`config.mk`:
```
export PLATFORM = sky130hd
export DESIGN_NAME = fl5_gate_gen
export DESIGN_NICKNAME = d
export VERILOG_FILES = /design/src/rtl/fl5_pkg.sv /design/src/rtl/fl5_carrier.sv /design/src/rtl/fl5_split.sv /design/src/rtl/fl5_deadband.sv /design/src/rtl/fl5_gate_gen.sv
export SDC_FILE = /design/constraint.sdc
export NUM_CORES = 1
export LEC_CHECK = 0
export BUFFER_PORTS_ARGS = -buffer_cell sky130_fd_sc_hd__buf_2
export CAP_MARGIN = 20
export CORE_MARGIN = 2
export CORE_UTILIZATION = 59
export DETAILED_ROUTE_END_ITERATION = 8
export PLACE_DENSITY = 0.76
export SLEW_MARGIN = 20
export SYNTH_ARGS = -nofsm -noshare
export SYNTH_HDL_FRONTEND = slang
export SYNTH_SLANG_ARGS = --single-unit
```
`constraint.sdc`:
```
create_clock -name clk -period 16.4 [get_ports clk]
set_input_delay 1.64 -clock clk [delete_from_list [all_inputs] [get_ports clk]]
set_output_delay 1.64 -clock clk [all_outputs]
set_load 0.1 [all_outputs]
```
`src/rtl/fl5_pkg.sv`:
```
package fl5_pkg;

   typedef enum logic [1:0] {
      RG_POS_LO = 2'd0,
      RG_POS_HI = 2'd1,
      RG_NEG_LO = 2'd2,
      RG_NEG_HI = 2'd3
   } region_e;

   localparam int NUM_PAIRS = 3;
   localparam int PAIR_POL  = 0;
   localparam int PAIR_X    = 1;
   localparam int PAIR_Y    = 2;

endpackage

```
`src/rtl/fl5_carrier.sv`:
```
module fl5_carrier #(
   parameter int AMP_W = 12
) (
   input  logic             clk,
   input  logic             rst,
   input  logic [AMP_W-1:0] amp_in,
   output logic [AMP_W-1:0] car,
   output logic [AMP_W-1:0] amp_eff,
   output logic             evt
);

   logic [AMP_W-1:0] c_q, amp_q, top;
   logic             up_q, peak, valley;

   assign top     = (amp_q == '0) ? '0 : amp_q - 1'b1;
   assign peak    = up_q && (c_q >= top);
   assign valley  = !up_q && (c_q == '0);
   assign evt     = peak || valley;
   assign amp_eff = valley ? amp_in : amp_q;
   assign car     = c_q;

   always_ff @(posedge clk) begin
      if (rst) begin
         c_q   <= '0;
         up_q  <= 1'b0;
         amp_q <= '0;
      end else if (up_q) begin
         if (c_q < top) begin
            c_q <= c_q + 1'b1;
         end else begin
            up_q <= 1'b0;
            c_q  <= (c_q == '0) ? '0 : c_q - 1'b1;
         end
      end else begin
         if (c_q != '0) begin
            c_q <= c_q - 1'b1;
         end else begin
            up_q  <= 1'b1;
            amp_q <= amp_in;
            c_q   <= (amp_in > AMP_W'(1)) ? AMP_W'(1) : '0;
         end
      end
   end

   AST_CAR_BOUND: assert property (@(posedge clk) disable iff (rst)
      c_q <= top) else $error("carrier above top");

   AST_CAR_STEP: assert property (@(posedge clk) disable iff (rst)
      (({1'b0, c_q}) <= ({1'b0, $past(c_q)} + 1'b1)) &&
      (({1'b0, c_q} + 1'b1) >= ({1'b0, $past(c_q)})))
      else $error("carrier jumped");

endmodule

```
`src/rtl/fl5_split.sv`:
```
module fl5_split #(
   parameter int REF_W = 16,
   parameter int AMP_W = 12
) (
   input  logic signed [REF_W-1:0] ref_v,
   input  logic        [AMP_W-1:0] amp,
   output logic                    pos,
   output logic        [AMP_W-1:0] mod_x,
   output logic        [AMP_W-1:0] mod_y,
   output fl5_pkg::region_e        region
);
   import fl5_pkg::*;

   localparam int WW = REF_W + 2;
   localparam logic signed [WW-1:0] ZERO = '0;

   logic signed [WW-1:0] a_s, a2_s, r_w, r_s, x_w, y_w;

   always_comb begin
      a_s  = $signed({{(WW-AMP_W){1'b0}}, amp});
      a2_s = a_s <<< 1;
      r_w  = {{2{ref_v[REF_W-1]}}, ref_v};
      if (r_w > a2_s)       r_s = a2_s;
      else if (r_w < -a2_s) r_s = -a2_s;
      else                  r_s = r_w;

      if (r_s > ZERO) begin
         pos = 1'b1;
         if (r_s < a_s) begin
            x_w = r_s;  y_w = ZERO;        region = RG_POS_LO;
         end else begin
            x_w = a_s;  y_w = r_s - a_s;   region = RG_POS_HI;
         end
      end else begin
         pos = 1'b0;
         if (r_s < -a_s) begin
            x_w = r_s + a2_s; y_w = ZERO;  region = RG_NEG_HI;
         end else begin
            x_w = a_s;  y_w = r_s + a_s;   region = RG_NEG_LO;
         end
      end
   end

   assign mod_x = x_w[AMP_W-1:0];
   assign mod_y = y_w[AMP_W-1:0];

   always_comb begin
      AST_MOD_RANGE: assert (x_w >= ZERO && x_w <= a_s && y_w >= ZERO && y_w <= a_s)
         else $error("modulating value out of range");
      AST_SUM_MATCH: assert ((x_w + y_w - (pos ? ZERO : a2_s)) == r_s)
         else $error("split does not rebuild reference");
   end

endmodule

```
`src/rtl/fl5_deadband.sv`:
```
module fl5_deadband #(
   parameter int DT_W = 6
) (
   input  logic            clk,
   input  logic            rst,
   input  logic [DT_W-1:0] dead_cyc,
   input  logic            cmd,
   output logic            g_a,
   output logic            g_b
);

   logic            side_q, on_q;
   logic [DT_W-1:0] cnt_q;
   logic [DT_W:0]   cnt_inc;

   assign cnt_inc = {1'b0, cnt_q} + 1'b1;

   always_ff @(posedge clk) begin
      if (rst) begin
         side_q <= 1'b0;
         on_q   <= 1'b0;
         cnt_q  <= '0;
      end else if (cmd != side_q) begin
         side_q <= cmd;
         on_q   <= (dead_cyc == '0);
         cnt_q  <= '0;
      end else if (!on_q) begin
         if (cnt_inc >= {1'b0, dead_cyc}) on_q <= 1'b1;
         cnt_q <= cnt_inc[DT_W-1:0];
      end
   end

   assign g_a = on_q & side_q;
   assign g_b = on_q & ~side_q;

   AST_NO_OVERLAP: assert property (@(posedge clk) disable iff (rst)
      !(g_a && g_b)) else $error("both gates of a pair on");

   AST_GAP_A: assert property (@(posedge clk) disable iff (rst)
      ($past(dead_cyc) != '0 && $rose(g_a)) |-> !$past(g_b))
      else $error("no gap before side a");

   AST_GAP_B: assert property (@(posedge clk) disable iff (rst)
      ($past(dead_cyc) != '0 && $rose(g_b)) |-> !$past(g_a))
      else $error("no gap before side b");

endmodule

```
`src/rtl/fl5_gate_gen.sv`:
```
module fl5_gate_gen #(
   parameter int REF_W = 16,
   parameter int AMP_W = 12,
   parameter int DT_W  = 6
) (
   input  logic                    clk,
   input  logic                    rst,
   input  logic signed [REF_W-1:0] ref_in,
   input  logic        [AMP_W-1:0] amp_in,
   input  logic                    ref_stb,
   input  logic        [DT_W-1:0]  dead_cyc,
   output logic                    gate_pos,
   output logic                    gate_neg,
   output logic                    gate_xa,
   output logic                    gate_xb,
   output logic                    gate_ya,
   output logic                    gate_yb,
   output logic        [1:0]       region
);
   import fl5_pkg::*;

   if (AMP_W < 2 || AMP_W > REF_W - 2) begin : g_bad_amp_w
      $error("AMP_W must lie in 2 .. REF_W-2");
   end
   if (DT_W < 1) begin : g_bad_dt_w
      $error("DT_W must be at least 1");
   end

   logic signed [REF_W-1:0] ref_q;
   logic [AMP_W-1:0]        car, amp_eff, mx_d, my_d, mx_q, my_q;
   logic                    evt, pos_d, pos_q;
   region_e                 rg_d, rg_q;
   logic [NUM_PAIRS-1:0]    cmd, ga, gb;

   always_ff @(posedge clk) begin
      if (rst)          ref_q <= '0;
      else if (ref_stb) ref_q <= ref_in;
   end

   fl5_carrier #(.AMP_W(AMP_W)) u_car (
      .clk     (clk),
      .rst     (rst),
      .amp_in  (amp_in),
      .car     (car),
      .amp_eff (amp_eff),
      .evt     (evt)
   );

   fl5_split #(.REF_W(REF_W), .AMP_W(AMP_W)) u_split (
      .ref_v  (ref_q),
      .amp    (amp_eff),
      .pos    (pos_d),
      .mod_x  (mx_d),
      .mod_y  (my_d),
      .region (rg_d)
   );

   always_ff @(posedge clk) begin
      if (rst) begin
         pos_q <= 1'b0;
         mx_q  <= '0;
         my_q  <= '0;
         rg_q  <= RG_POS_LO;
      end else if (evt) begin
         pos_q <= pos_d;
         mx_q  <= mx_d;
         my_q  <= my_d;
         rg_q  <= rg_d;
      end
   end

   assign cmd[PAIR_POL] = pos_q;
   assign cmd[PAIR_X]   = mx_q > car;
   assign cmd[PAIR_Y]   = my_q > car;

   for (genvar i = 0; i < NUM_PAIRS; i++) begin : g_pair
      fl5_deadband #(.DT_W(DT_W)) u_db (
         .clk      (clk),
         .rst      (rst),
         .dead_cyc (dead_cyc),
         .cmd      (cmd[i]),
         .g_a      (ga[i]),
         .g_b      (gb[i])
      );
   end

   assign gate_pos = ga[PAIR_POL];
   assign gate_neg = gb[PAIR_POL];
   assign gate_xa  = ga[PAIR_X];
   assign gate_xb  = gb[PAIR_X];
   assign gate_ya  = ga[PAIR_Y];
   assign gate_yb  = gb[PAIR_Y];
   assign region   = rg_q;

   AST_ONE_PAIR_MOVES: assert property (@(posedge clk) disable iff (rst)
      !$past(evt) |-> ($stable(cmd[PAIR_X]) || $stable(cmd[PAIR_Y])))
      else $error("both carrier pairs moved in one cycle");

   AST_POL_HOLD: assert property (@(posedge clk) disable iff (rst)
      !$past(evt) |-> $stable(rg_q[1]))
      else $error("half-cycle changed away from a turning point");

endmodule

```
==> impl_metrics.py <==
metrics = {
    "die": {
        "design.die.area_um2": 15900,
        "number_of_primary_i_o_pins": 45,
        "die_width_um": 126,
        "effective_utilization_at_floorplan_pct": 60.4,
        "std_cell_rows": 44,
        "core_area_um2": 14500,
        "floorplan.die.height_um": 126,
    },
    "cells_and_area": {
        "regArea_um2": 1840,
        "fill_cells": 1325,
        "multi_input_comb_area_um2": 6540,
        "area_delta_synth_final_pct": 7.85,
        "antenna-diode-count": 0,
        "mostFrequentLayoutCell": "nor2_1",
        "mostFrequentLayoutCells": "nor2_1 (158), ha_1 (136), dfxtp_1 (92), a21oi_1 (72), inv_1 (65)",
        "layout-drive-gt1-share_pct": 8.35,
        "layout.nets": 1321,
    },
    "clock_network": {
        "insertion_delay_ns": 0.36,
        "htree_num_levels": 3,
        "worst_case_clock_buffer_depth": 2,
        "clock_pin_slew_of_the_registers_on_the_worst_case_setup_and_hold_paths_ns": 0.07,
        "cts_made_buffers": 9,
        "buffer_type_at_the_clock_tree_root": "clkbuf_16",
        "count_of_hold_fix_buffers_inserted_at_cts": 0,
        "cts_tree": "done",
        "clkSinkCount": 92,
        "postcts_setup_bufs": 0,
        "cts-resized-gates": 0,
    },
    "setup_path": {
        "critical_path_capture_point_type": "flop",
        "r2r_cells": 36,
        "crit_path_frequent_cell": "o21ai_0",
        "crit_buf_inv": 3,
        "worst_path_dominant_cell_family": "compound AO/OA/AOI/OAI gates",
        "regToRegSetupSlack_ns": 6.29,
        "timing.setup.critical_path_class": "flop to flop",
        "worst_path_max_stage_delay_ns": 0.55,
        "r2r_end": "mx_q[0]$_SDFFE_PP0P_",
        "worstPathMaxFanout": 23,
        "timing.critical_path.required_ns": 16.64,
        "timing.rr.start": "u_car.car[0]$_SDFF_PP0_",
        "setup.worst_path.start_class": "flop",
        "critPathSlowestCell": "or4b_1",
        "timing.critical_path.arrival_ns": 10.35,
    },
    "grt": {
        "first_pass_grt_wire_length_um": 41500,
        "first_global_vias": 8093,
        "grt_start_max_net_pins": 79,
        "grt_remaining_overflow": 0,
        "antenna_violations_before_repair": 0,
        "globalRouteTotalUtil_pct": 32.1,
    },
    "synthesis": {
        "post_synth_and_or_nand_nor_area_fraction_pct": 23.0,
        "synth_area_per_cell_um2": 7.87,
        "synth.lib_cells_used.distinct": 77,
        "post_synth_xor_area_fraction_pct": 5.64,
        "synth.mux.area_fraction_pct": 3.66,
        "postSynthRegisterBits": 92,
        "cell_type_contributing_the_most_total_cell_area_after_synthesis": "dfxtp_1",
        "postSynth.topFlopCell": "dfxtp_1",
        "cells_taking_the_most_area_after_synthesis": "dfxtp_1 (21%), ha_1 (19%), nor2_1 (6.8%)",
        "ys_async_sr_fraction_pct": 0,
        "yosysWarningCount": 0,
        "synth_sequential_area_ratio_pct": 21.0,
        "synth_compound_gate_area_share_pct": 21.8,
        "post_synth_fa_ha_maj_area_fraction_pct": 20.3,
        "combinational_family_with_the_most_area_after_synthesis": "simple AND/OR/NAND/NOR gates",
        "synth_edf_count": 0,
        "syn_inst": 1116,
        "post-synth-top-area-fraction_pct": 21.0,
        "post_synth_design_cell_area_um2": 8780,
        "synth_fp_nets": 1292,
    },
    "timing": {
        "final_max_slew_viol_count": 0,
        "setup_viol": 0,
        "setup_total_negative_slack_ns": 0,
        "fin_worst_skew_ns": 0.00798,
        "finalHoldViolCount": 0,
        "rsz0062_at_grt": "no",
        "maxSlewHeadroom_pct": 36.2,
        "fin_crit_ns": 10.11,
        "timing.fmax_mhz": 98.9,
        "tightest_slew_ns": 0.930,
        "post-route-period-util_pct": 61.6,
    },
    "min_path": {
        "end_of_the_worst_hold_path": "region[0]$_SDFFE_PP0P_",
        "beginning_of_the_worst_hold_path": "region[0]$_SDFFE_PP0P_",
        "cell_depth_of_the_worst_min_delay_path": 2,
        "worst_hold_path_type": "flop to flop",
    },
    "run_status": {
        "status": "completed",
    },
    "route": {
        "drc": 0,
        "detailedRoute.firstIterationViolations": 888,
        "detail_route.vias_per_cell": 6.37,
        "wire_per_inst_um": 19.0,
        "detail_route.wirelength_um": 25300,
        "routed-via-count": 8495,
        "detail-route-antenna-nets": 0,
        "first_drt_pass_iteration_count": 5,
    },
    "placement": {
        "place.port_buffers": 44,
        "dp.final_hpwl_um": 19500,
        "gpl.final_weighted_congestion": 0.988,
    },
    "job": {
        "cap_viol_max_count": 0,
    },
}
## synth_stat cells (5+ instances only)
| library cell | n |
|---|---|
| ha_1 | 136 |
| o211ai_1 | 9 |
| and2_1 | 6 |
| xor2_1 | 17 |
| o21a_1 | 6 |
| nor3_1 | 46 |
| or4_1 | 7 |
| xnor2_1 | 37 |
| a2111oi_0 | 7 |
| o21ai_0 | 33 |
| nand2b_1 | 16 |
| and3_1 | 8 |
| a221oi_1 | 11 |
| or3_1 | 9 |
| nor2b_1 | 23 |
| nor2_1 | 158 |
| nand4_1 | 17 |
| a31oi_1 | 7 |
| mux2i_1 | 31 |
| a22oi_1 | 7 |
| o31ai_1 | 6 |
| inv_1 | 65 |
| nor4_1 | 16 |
| a211oi_1 | 19 |
| buf_2 | 5 |
| o21ai_1 | 5 |
| a21oi_1 | 73 |
| dfxtp_1 | 92 |
| nand3_1 | 27 |
| o22ai_1 | 14 |
| nand2_1 | 57 |
| clkbuf_1 | 31 |
| a21o_1 | 23 |
| o21bai_1 | 17 |
## layer usage
metal  share of wire, %  wire, um  vias to the layer above  global-route usage, %
li1                   -         -                     4160                      -
met1                 42     10700                     3888                   40.6
met2                 47     11800                      373                   53.0
met3                7.1      1810                       74                   5.82
met4                3.9       991                        0                   14.9
met5                  0         0                        -                      0
## final cells by class
cell class,instances,share of cell area [%]
clock buffers,11,2.56
well taps,184,2.43
multi-input cells,918,69.1
flip-flops and latches,92,19.4
clock inverters,5,0.436
inverters,66,2.62
repair buffers,58,3.44
## logic make-up after synthesis
logic type / after synthesis
flip-flops: 92
buffers and inverters: 106
multiplexers: 32
AO/OA/AOI/OAI: 276
AND/OR/NAND/NOR: 414
adder cells (fa/ha/maj): 141
XOR/XNOR: 55
## metrics by stage
step | setup WS [ns] | util [%] | hold WS [ns] | std cells | instance area, um2
after global placement | 6.53 | 63.2 | 0.439 | 1318 | 9190
after global routing | 5.60 | 65.2 | 0.473 | 1334 | 9470
after floorplan | 7.57 | - | 0.432 | 1116 | 8780
after detailed placement | 6.30 | 63.2 | 0.443 | 1318 | 9190
after CTS | 6.50 | 65.2 | 0.453 | 1334 | 9470
final | 6.29 | 65.2 | 0.450 | 1334 | 9470
## registers in the layout, indices dropped and copies added (netlist names)
| register | count |
|---|---|
| g_pair.u_db.side_q | 3 |
| ref_q | 16 |
| g_pair.u_db.cnt_q | 18 |
| u_car.car | 12 |
| u_car.amp_q | 12 |
| mx_q | 12 |
| pos_q | 1 |
| region | 2 |
| g_pair.u_db.on_q | 3 |
| u_car.up_q | 1 |
| my_q | 12 |
## tightest hold or removal path, cell delays in order (launching register included)
cell     delay, ns
dfxtp_1       0.31
nand2_1       0.05
a21oi_1       0.05
## worst max-delay path by stage
stage	startpoint	cells after the start	end
2_1_floorplan	u_car.car[0]$_SDFF_PP0_	38	mx_q[5]$_SDFFE_PP0P_
3_3_place_gp	amp_in[0]	31	mx_q[0]$_SDFFE_PP0P_
3_5_place_dp	amp_in[0]	31	mx_q[0]$_SDFFE_PP0P_
4_1_cts	u_car.car[0]$_SDFF_PP0_	34	mx_q[0]$_SDFFE_PP0P_
5_1_grt	u_car.car[0]$_SDFF_PP0_	34	mx_q[0]$_SDFFE_PP0P_
6_report	u_car.car[0]$_SDFF_PP0_	36	mx_q[0]$_SDFFE_PP0P_
Power is not shown: default switching activity piles up to over one toggle a cycle in this logic, so the estimate is an artifact.
